[config.mk]
export PLATFORM = sky130hd
export DESIGN_NAME = amo_place_predictor
export DESIGN_NICKNAME = d
export VERILOG_FILES = /design/src/rtl/amo_place_pkg.sv /design/src/rtl/amo_place_dpath.sv /design/src/rtl/amo_place_ctrl.sv /design/src/rtl/amo_place_predictor.sv
export SDC_FILE = /design/constraint.sdc
export NUM_CORES = 1
export LEC_CHECK = 0
export BUFFER_PORTS_ARGS = -buffer_cell sky130_fd_sc_hd__buf_2
export CAP_MARGIN = 20
export CELL_PAD_IN_SITES_DETAIL_PLACEMENT = 2
export CELL_PAD_IN_SITES_GLOBAL_PLACEMENT = 2
export CORE_MARGIN = 10
export CORE_UTILIZATION = 30
export CTS_BUF_LIST = sky130_fd_sc_hd__clkbuf_16
export DETAILED_ROUTE_END_ITERATION = 16
export PLACE_DENSITY = 0.65
export SYNTH_ARGS = -nofsm -noshare
export SYNTH_HDL_FRONTEND = slang
export SYNTH_SLANG_ARGS = --single-unit
[constraint.sdc]
create_clock -name clk -period 4.7 [get_ports clk]
set_input_delay 0.94 -clock clk [delete_from_list [all_inputs] [get_ports clk]]
set_output_delay 0.94 -clock clk [all_outputs]
set_load 0.02 [all_outputs]
[src/rtl/amo_place_pkg.sv]
package amo_place_pkg;

  // strobes from the control path to the table datapath
  typedef struct packed {
    logic wrEn;     // commit an update to the selected entry
    logic restart;  // new owner or new block: run count back to 1
    logic bump;     // same owner continues: saturating increment
  } amo_strobe_t;

endpackage

[src/rtl/amo_place_dpath.sv]
module amo_place_dpath
  import amo_place_pkg::*;
#(
  parameter int ADDR_W = 16,
  parameter int CPU_W  = 3,
  parameter int CNT_W  = 3,
  parameter int IDX_W  = 3
) (
  input  logic                    clk,
  input  logic                    rst,
  input  logic [ADDR_W-1:0]       reqBlockAddr,
  input  logic [CPU_W-1:0]        reqCpuId,
  input  amo_strobe_t             strobe,
  output logic                    rdValid,
  output logic [ADDR_W-IDX_W-1:0] rdTag,
  output logic [CPU_W-1:0]        rdCpu,
  output logic [CNT_W-1:0]        rdCount,
  output logic [ADDR_W-IDX_W-1:0] reqTag
);

  localparam int DEPTH = 1 << IDX_W;
  localparam int TAG_W = ADDR_W - IDX_W;
  localparam logic [CNT_W-1:0] CNT_MAX = '1;
  localparam logic [CNT_W-1:0] CNT_ONE = CNT_W'(1);

  logic [DEPTH-1:0]            entryValid;
  logic [DEPTH-1:0][TAG_W-1:0] entryTag;
  logic [DEPTH-1:0][CPU_W-1:0] entryCpu;
  logic [DEPTH-1:0][CNT_W-1:0] entryCnt;

  logic [IDX_W-1:0] reqIdx;
  logic [CNT_W-1:0] nextCount;

  assign reqIdx = reqBlockAddr[IDX_W-1:0];
  assign reqTag = reqBlockAddr[ADDR_W-1:IDX_W];

  assign rdValid = entryValid[reqIdx];
  assign rdTag   = entryTag[reqIdx];
  assign rdCpu   = entryCpu[reqIdx];
  assign rdCount = entryCnt[reqIdx];

  always_comb begin
    if (strobe.restart)
      nextCount = CNT_ONE;
    else if (rdCount == CNT_MAX)
      nextCount = CNT_MAX;
    else
      nextCount = rdCount + CNT_ONE;
  end

  always_ff @(posedge clk) begin
    if (rst) begin
      entryValid <= '0;
      entryTag   <= '0;
      entryCpu   <= '0;
      entryCnt   <= '0;
    end else if (strobe.wrEn) begin
      entryValid[reqIdx] <= 1'b1;
      entryTag[reqIdx]   <= reqTag;
      entryCpu[reqIdx]   <= reqCpuId;
      entryCnt[reqIdx]   <= nextCount;
    end
  end

  AST_RESET_CLEARS: assert property (@(posedge clk)
    rst |=> entryValid == '0);

  AST_OWNER_RECORDED: assert property (@(posedge clk) disable iff (rst)
    strobe.wrEn |=> entryValid[$past(reqIdx)] &&
                    entryCpu[$past(reqIdx)] == $past(reqCpuId) &&
                    entryTag[$past(reqIdx)] == $past(reqTag));

  AST_RUN_RESTART: assert property (@(posedge clk) disable iff (rst)
    strobe.wrEn && strobe.restart |=> entryCnt[$past(reqIdx)] == CNT_ONE);

  AST_NO_WRAP: assert property (@(posedge clk) disable iff (rst)
    strobe.wrEn && strobe.bump && rdCount == CNT_MAX
      |=> entryCnt[$past(reqIdx)] == CNT_MAX);

  AST_IDLE_HOLDS: assert property (@(posedge clk) disable iff (rst)
    !strobe.wrEn |=> $stable(entryCnt) && $stable(entryCpu) && $stable(entryValid));

endmodule

[src/rtl/amo_place_ctrl.sv]
module amo_place_ctrl
  import amo_place_pkg::*;
#(
  parameter int ADDR_W = 16,
  parameter int CPU_W  = 3,
  parameter int CNT_W  = 3,
  parameter int IDX_W  = 3,
  parameter int LIMIT  = 3
) (
  input  logic                    clk,
  input  logic                    rst,
  input  logic                    reqValid,
  input  logic [CPU_W-1:0]        reqCpuId,
  input  logic [ADDR_W-IDX_W-1:0] reqTag,
  input  logic                    rdValid,
  input  logic [ADDR_W-IDX_W-1:0] rdTag,
  input  logic [CPU_W-1:0]        rdCpu,
  input  logic [CNT_W-1:0]        rdCount,
  output amo_strobe_t             strobe,
  output logic                    predLocal
);

  localparam logic [CNT_W-1:0] LIMIT_C = CNT_W'(LIMIT);

  logic accept;
  logic tagHit;
  logic sameOwner;
  logic runLong;

  assign accept    = reqValid && !rst;
  assign tagHit    = rdValid && (rdTag == reqTag);
  assign sameOwner = tagHit && (rdCpu == reqCpuId);
  assign runLong   = rdCount >= LIMIT_C;

  always_comb begin
    strobe         = '0;
    strobe.wrEn    = accept;
    strobe.bump    = sameOwner;
    strobe.restart = !sameOwner;
  end

  assign predLocal = accept && sameOwner && runLong;

  AST_MISS_REMOTE: assert property (@(posedge clk) disable iff (rst)
    reqValid && !(rdValid && rdTag == reqTag) |-> !predLocal);

  AST_FOREIGN_REMOTE: assert property (@(posedge clk) disable iff (rst)
    reqValid && rdCpu != reqCpuId |-> !predLocal);

  AST_IDLE_REMOTE: assert property (@(posedge clk) disable iff (rst)
    !reqValid |-> !predLocal && !strobe.wrEn);

  AST_LOCAL_HAS_RUN: assert property (@(posedge clk) disable iff (rst)
    predLocal |-> rdCount != '0);

endmodule

[src/rtl/amo_place_predictor.sv]
module amo_place_predictor
  import amo_place_pkg::*;
#(
  parameter int ADDR_W = 16,
  parameter int CPU_W  = 3,
  parameter int CNT_W  = 3,
  parameter int IDX_W  = 3,
  parameter int LIMIT  = 3
) (
  input  logic              clk,
  input  logic              rst,
  input  logic              reqValid,
  input  logic [ADDR_W-1:0] reqBlockAddr,
  input  logic [CPU_W-1:0]  reqCpuId,
  output logic              predLocal
);

  localparam int TAG_W = ADDR_W - IDX_W;

  amo_strobe_t      strobe;
  logic             rdValid;
  logic [TAG_W-1:0] rdTag;
  logic [CPU_W-1:0] rdCpu;
  logic [CNT_W-1:0] rdCount;
  logic [TAG_W-1:0] reqTag;

  amo_place_ctrl #(
    .ADDR_W(ADDR_W), .CPU_W(CPU_W), .CNT_W(CNT_W), .IDX_W(IDX_W), .LIMIT(LIMIT)
  ) uCtrl (
    .clk(clk), .rst(rst), .reqValid(reqValid), .reqCpuId(reqCpuId),
    .reqTag(reqTag), .rdValid(rdValid), .rdTag(rdTag), .rdCpu(rdCpu),
    .rdCount(rdCount), .strobe(strobe), .predLocal(predLocal)
  );

  amo_place_dpath #(
    .ADDR_W(ADDR_W), .CPU_W(CPU_W), .CNT_W(CNT_W), .IDX_W(IDX_W)
  ) uDpath (
    .clk(clk), .rst(rst), .reqBlockAddr(reqBlockAddr), .reqCpuId(reqCpuId),
    .strobe(strobe), .rdValid(rdValid), .rdTag(rdTag), .rdCpu(rdCpu),
    .rdCount(rdCount), .reqTag(reqTag)
  );

  initial begin
    assert (LIMIT >= 1 && LIMIT < (1 << CNT_W) && IDX_W < ADDR_W);
  end

endmodule

# After elaboration in Yosys (flattened, before gate mapping)
# Cells that the tools add are included.
# totals
regBits	160
latch_bits	0
mem_bits_rw	0
romBits	0
mem_count	0
# classes
addsub	1
n_mul	0
n_div	0
order_cmp	3
eq_ne	3
shifts	0
muxes	19
bitwise_logic	1
n_reduce_logical	7
# op_table
operator	count
104-bit bitwise mux	1
24-bit bitwise mux	2
13-bit binary-select mux with 3-bit select	1
13-bit demux with 3-bit select	1
13-bit two-way mux	2
3-bit binary-select mux with 3-bit select	2
3-bit two-way mux	5
13-bit equality test	1
3-bit demux with 3-bit select	1
8-bit bitwise OR	1
1-bit logical AND	6
3-bit by 4-bit < comparator with 1-bit output (second input constant)	1
3-bit by 1-bit adder with 3-bit output (second input constant)	1
1-bit binary-select mux with 3-bit select	1
1-bit demux with 3-bit select	1
3-bit equality test	1
3-bit equality test (second input constant)	1
3-bit by 1-bit greater-or-equal comparator with 1-bit output (second input constant)	1
3-bit by 2-bit greater-or-equal comparator with 1-bit output (second input constant)	1
1-bit two-way mux	2
1-bit logical NOT	1

# Depth between registers and ports, before layout
# depth
depth_word	7
ltp_mapped	14
ltp_nobuf	9

# Hierarchy
# Synthesis repeated with hierarchy kept, for this count alone.
# unflattened
cells_unflattened	924
area_unflattened_um2	7260.7
# modules_own_cells
module	instances	cells_each	area_per_inst_um2	seq_area_each_um2
amo_place_dpath	1	893	7006.7	3203.1
amo_place_ctrl	1	31	254.0	0.0

# Worst setup path after synthesis
# Ideal clock, no wire load.
# synth_path
kind	input -> output
from	in reqBlockAddr[0]
to	out predLocal
arrival_time_ns	3.487
slack_ns	0.273
stages	10
path_cell_list	buf_6 buf_6 buf_6 buf_6 mux4_2 mux2i_1 xor2_1 nand3_1 or3_1 nor4_1
# synth_via
elab_chain_cells	7
# synth_lines
element	line	rtl
start: declaration	amo_place_predictor.sv:13	input logic [ADDR_W-1:0] reqBlockAddr,
13-bit binary-select mux with 3-bit select	amo_place_dpath.sv:38	assign rdTag = entryTag[reqIdx];
13-bit two-way mux (not written as such)	amo_place_dpath.sv:38	
13-bit equality test	amo_place_ctrl.sv:31	assign tagHit = rdValid && (rdTag == reqTag);
1-bit logical AND	amo_place_ctrl.sv:31	
1-bit logical AND	amo_place_ctrl.sv:32	assign sameOwner = tagHit && (rdCpu == reqCpuId);
1-bit logical AND	amo_place_ctrl.sv:42	assign predLocal = accept && sameOwner && runLong;
1-bit logical AND (*)	amo_place_ctrl.sv:42	
end: declaration	amo_place_predictor.sv:15	output logic predLocal
# Mark *: on every way between the ends. The rest lies on a longest branch, timed or not. The select of a mux whose other input is x is not followed.

# Worst setup path in the final report
# layout_path
from	in reqBlockAddr[2]
to	out predLocal
# Same word-level chain as after synthesis.

==> reports/qor.yml <==
path_max_fanout: 20
synth-adder-area-share_pct: 0.167
io_buffers: 22
start_kind: "primary input"
cp_cell_sequence: "clkbuf_4 > nor2_1 > a22oi_1 > a21o_1 > a211oi_1 > nand3b_1 > or3_1 > nor4_1 > buf_2"
cts_tree: "done"
drc: 0
synth_area_leaders: "dfxtp_1 43%, nand2_1 11%, nand3b_1 8.9%"
gp_congestion: 0.798
die_w_um: 178
drive_gt1_share_pct: 15.0
yosys.area_share.simple_pct: 28.4
grt_max_degree: 109
synth-main-ff-cell: "dfxtp_1"
cp_top_family: "simple AND/OR/NAND/NOR gates"
power_frac_seq_pct: 46.1
yosys_warnings: 0
grt_first_pass_wirelength_mm: 41.2
hold_path_class: "register to register"
wl_per_cell_um: 21.4
slew-limit-headroom_pct: 31.3
syn_inst: 862
initial_core_util_pct: 30.6
critPathCaptureType: "output pin"
p_comb_share_pct: 7.5
worstMarginPinSlew_ps: 1020
setup_violations: 0
drt_iter0_markers: 326
cts.clk_slew.worst_paths_ps: 70
cpPeakStageDelay_ps: 440
yosysTopAreaCell: "dfxtp_1"
synth-edff-count: 0
syn-cell-area_mm2: 0.00749
synth_mux_area_share_pct: 11.9
synth_xor_xnor_area_share_pct: 1.29
place_area_mm2: 0.00792
groute.usage.overall_pct: 16.9
power_mw: 3.04
arrival_ps: 3610
synthDistinctLibCells: 47
ant_nets: 0
ys_seq_area_share_pct: 42.8
post_cts_buffers: 0
grt_pass1_vias: 7026
synth_top_family_by_area: "simple AND/OR/NAND/NOR gates"
hold_slack_ps: 474
antenna_found_initial: 1
areaGrowthSynthToFinish_pct: 13.4
power.density_mw_per_mm2: 358
h-tree-depth: 4
ys_async_sr_fraction_pct: 0
fin_tns_setup_ps: 0
p_leak_nw: 3.26
core_mm2: 0.0245
grt_overflow_total: 0
finalClockSkew_ps: 6.65
max_freq_mhz: 220
cp_slowest_cell: "nor2_1"
postLayoutCellArea_mm2: 0.00850
synth_compound_area_share_pct: 10.3
first_pass_iters: 4
status: "finished clean"
syn_avg_cell_area_um2: 8.69
die_y_um: 178
synth_seq_cells: 160
pwr-share-clk_pct: 46.4
rows: 57
rsz0062_at_grt: "no"
ctsRootBufferMaster: "clkbuf_16"
crit_required_ps: 3760
cts_buffer_depth: 2
post-route-util_pct: 34.7
io_pins: 23
cts_buffers: 17
hold_violations: 0
min_period_ps: 4550
vias: 6193
cp_num_buf_inv: 2
cap_violations: 0
irDropWorstVdd_mv: 0.146
slew_violations: 0
viasPerCell: 5.19
clock_latency_ps: 430
finalCritPeriodShare_pct: 96.8
synth_top_area_share_pct: 42.8
crit_type: "primary input to output pin"
dieArea_mm2: 0.0317
sw_frac_of_total_pct: 24.5
fin_nets: 881
clock-sinks: 160
p_sw_mw: 0.744
finalWirelength_mm: 25.6
p_int_mw: 2.30
synth_nets: 885
hpwl_mm: 16.8
## worst register-to-register path, stage by stage (launching register included)
cell,delay [ps]
dfxtp_1,310
mux4_2,470
mux2i_1,180
xor2_1,210
o2111ai_1,230
nand4bb_1,400
or4b_1,810
o21ai_1,220
## routing by layer
| metal | track usage [%] | share of wire, % | vias up |
|---|---|---|---|
| li1 | - | - | 2908 |
| met1 | 20.7 | 45 | 3177 |
| met2 | 29.6 | 50 | 83 |
| met3 | 2.85 | 2.9 | 25 |
| met4 | 4.86 | 1.6 | 0 |
| met5 | 0 | 0 | - |
## repair_timing
| item | 4_1_cts | 5_1_grt |
|---|---|---|
| hold buffers | 0 | 0 |
| setup endpoints to repair | 0 | 1 |
| resized for setup | 0 | 2 |
## power by group through the flow
stage	combinational [mW]	sequential [mW]	clock, mW
6_report	0.228	1.40	1.41
5_1_grt	0.250	1.41	1.50
4_1_cts	0.230	1.40	1.43
3_5_place_dp	0.228	1.43	0
3_3_place_gp	0.220	1.43	0
2_1_floorplan	0.158	1.43	0
## synthesized netlist by cell type (all sizes together), types with 3 or more instances
library cell and instances:
mux4 20, xor2 8, clkbuf 57, nor3 4
a211oi 3, o22ai 5, o21ai 100, a21oi 3
mux2i 33, nand2b 70, dfxtp 160, mux2 10
inv 9, nand3 7, nand3b 89, a22oi 8
or3 3, nor2b 3, nor2 12, nand2 213
xnor2 3, buf 19, a22o 3
## final cells by class
class	instances	area (µm²)
clock buffer	17	425
sequential	160	3200
antenna	1	2.50
tap	324	405
inverter	9	33.8
clock inverter	12	148
timing repair buffer	53	354
fill	2733	16000
multi-input combinational	617	3930
## per-stage QoR
step,cells,setup slack [ps]
global route,1192,23.6
detailed placement,1163,107
floorplan,862,273
global placement,1163,98.3
finish,1193,150
CTS,1192,82.0
## state kept, by name, indices dropped and copies added (netlist names)
signal,count
uDpath.entryCpu,24
uDpath.entryCnt,24
uDpath.entryValid,8
uDpath.entryTag,104
## final timing paths
check,from,endpoint,slack [ps],cells after the start
worst min-delay path,uDpath.entryTag[60],uDpath.entryTag[60],470,2
worst min register to register,uDpath.entryTag[60],uDpath.entryTag[60],470,2
worst max-delay path,reqBlockAddr[2],predLocal,150,9
worst max register to register,uDpath.entryTag[48],uDpath.entryCnt[8],1800,7
## kinds of logic (layout without fill, tap and decap cells)
| family | after synthesis | after routing |
|---|---|---|
| and+or+nand+nor | 412 | 412 |
| DFF | 160 | 160 |
| xor gates and xnor gates | 11 | 11 |
| buffers and inverters | 85 | 91 |
| adders and majority gates | 1 | 1 |
| muxes | 63 | 63 |
| AOI/OAI and AO/OA | 130 | 130 |
| other | 0 | 1 |
## layout by cell type, fill, tap and decap left out, types with 11 or more instances in the layout
master,synthesis,layout
nand2_1,213,213
dfxtp_1,160,160
nand3b_1,89,89
o21ai_0,83,83
nand2b_1,70,70
mux2i_1,33,33
buf_4,5,32
mux4_2,20,20
buf_2,9,19
clkbuf_16,0,17
o21ai_2,13,13
inv_1,9,11
Power figures use the tool's default switching activity.
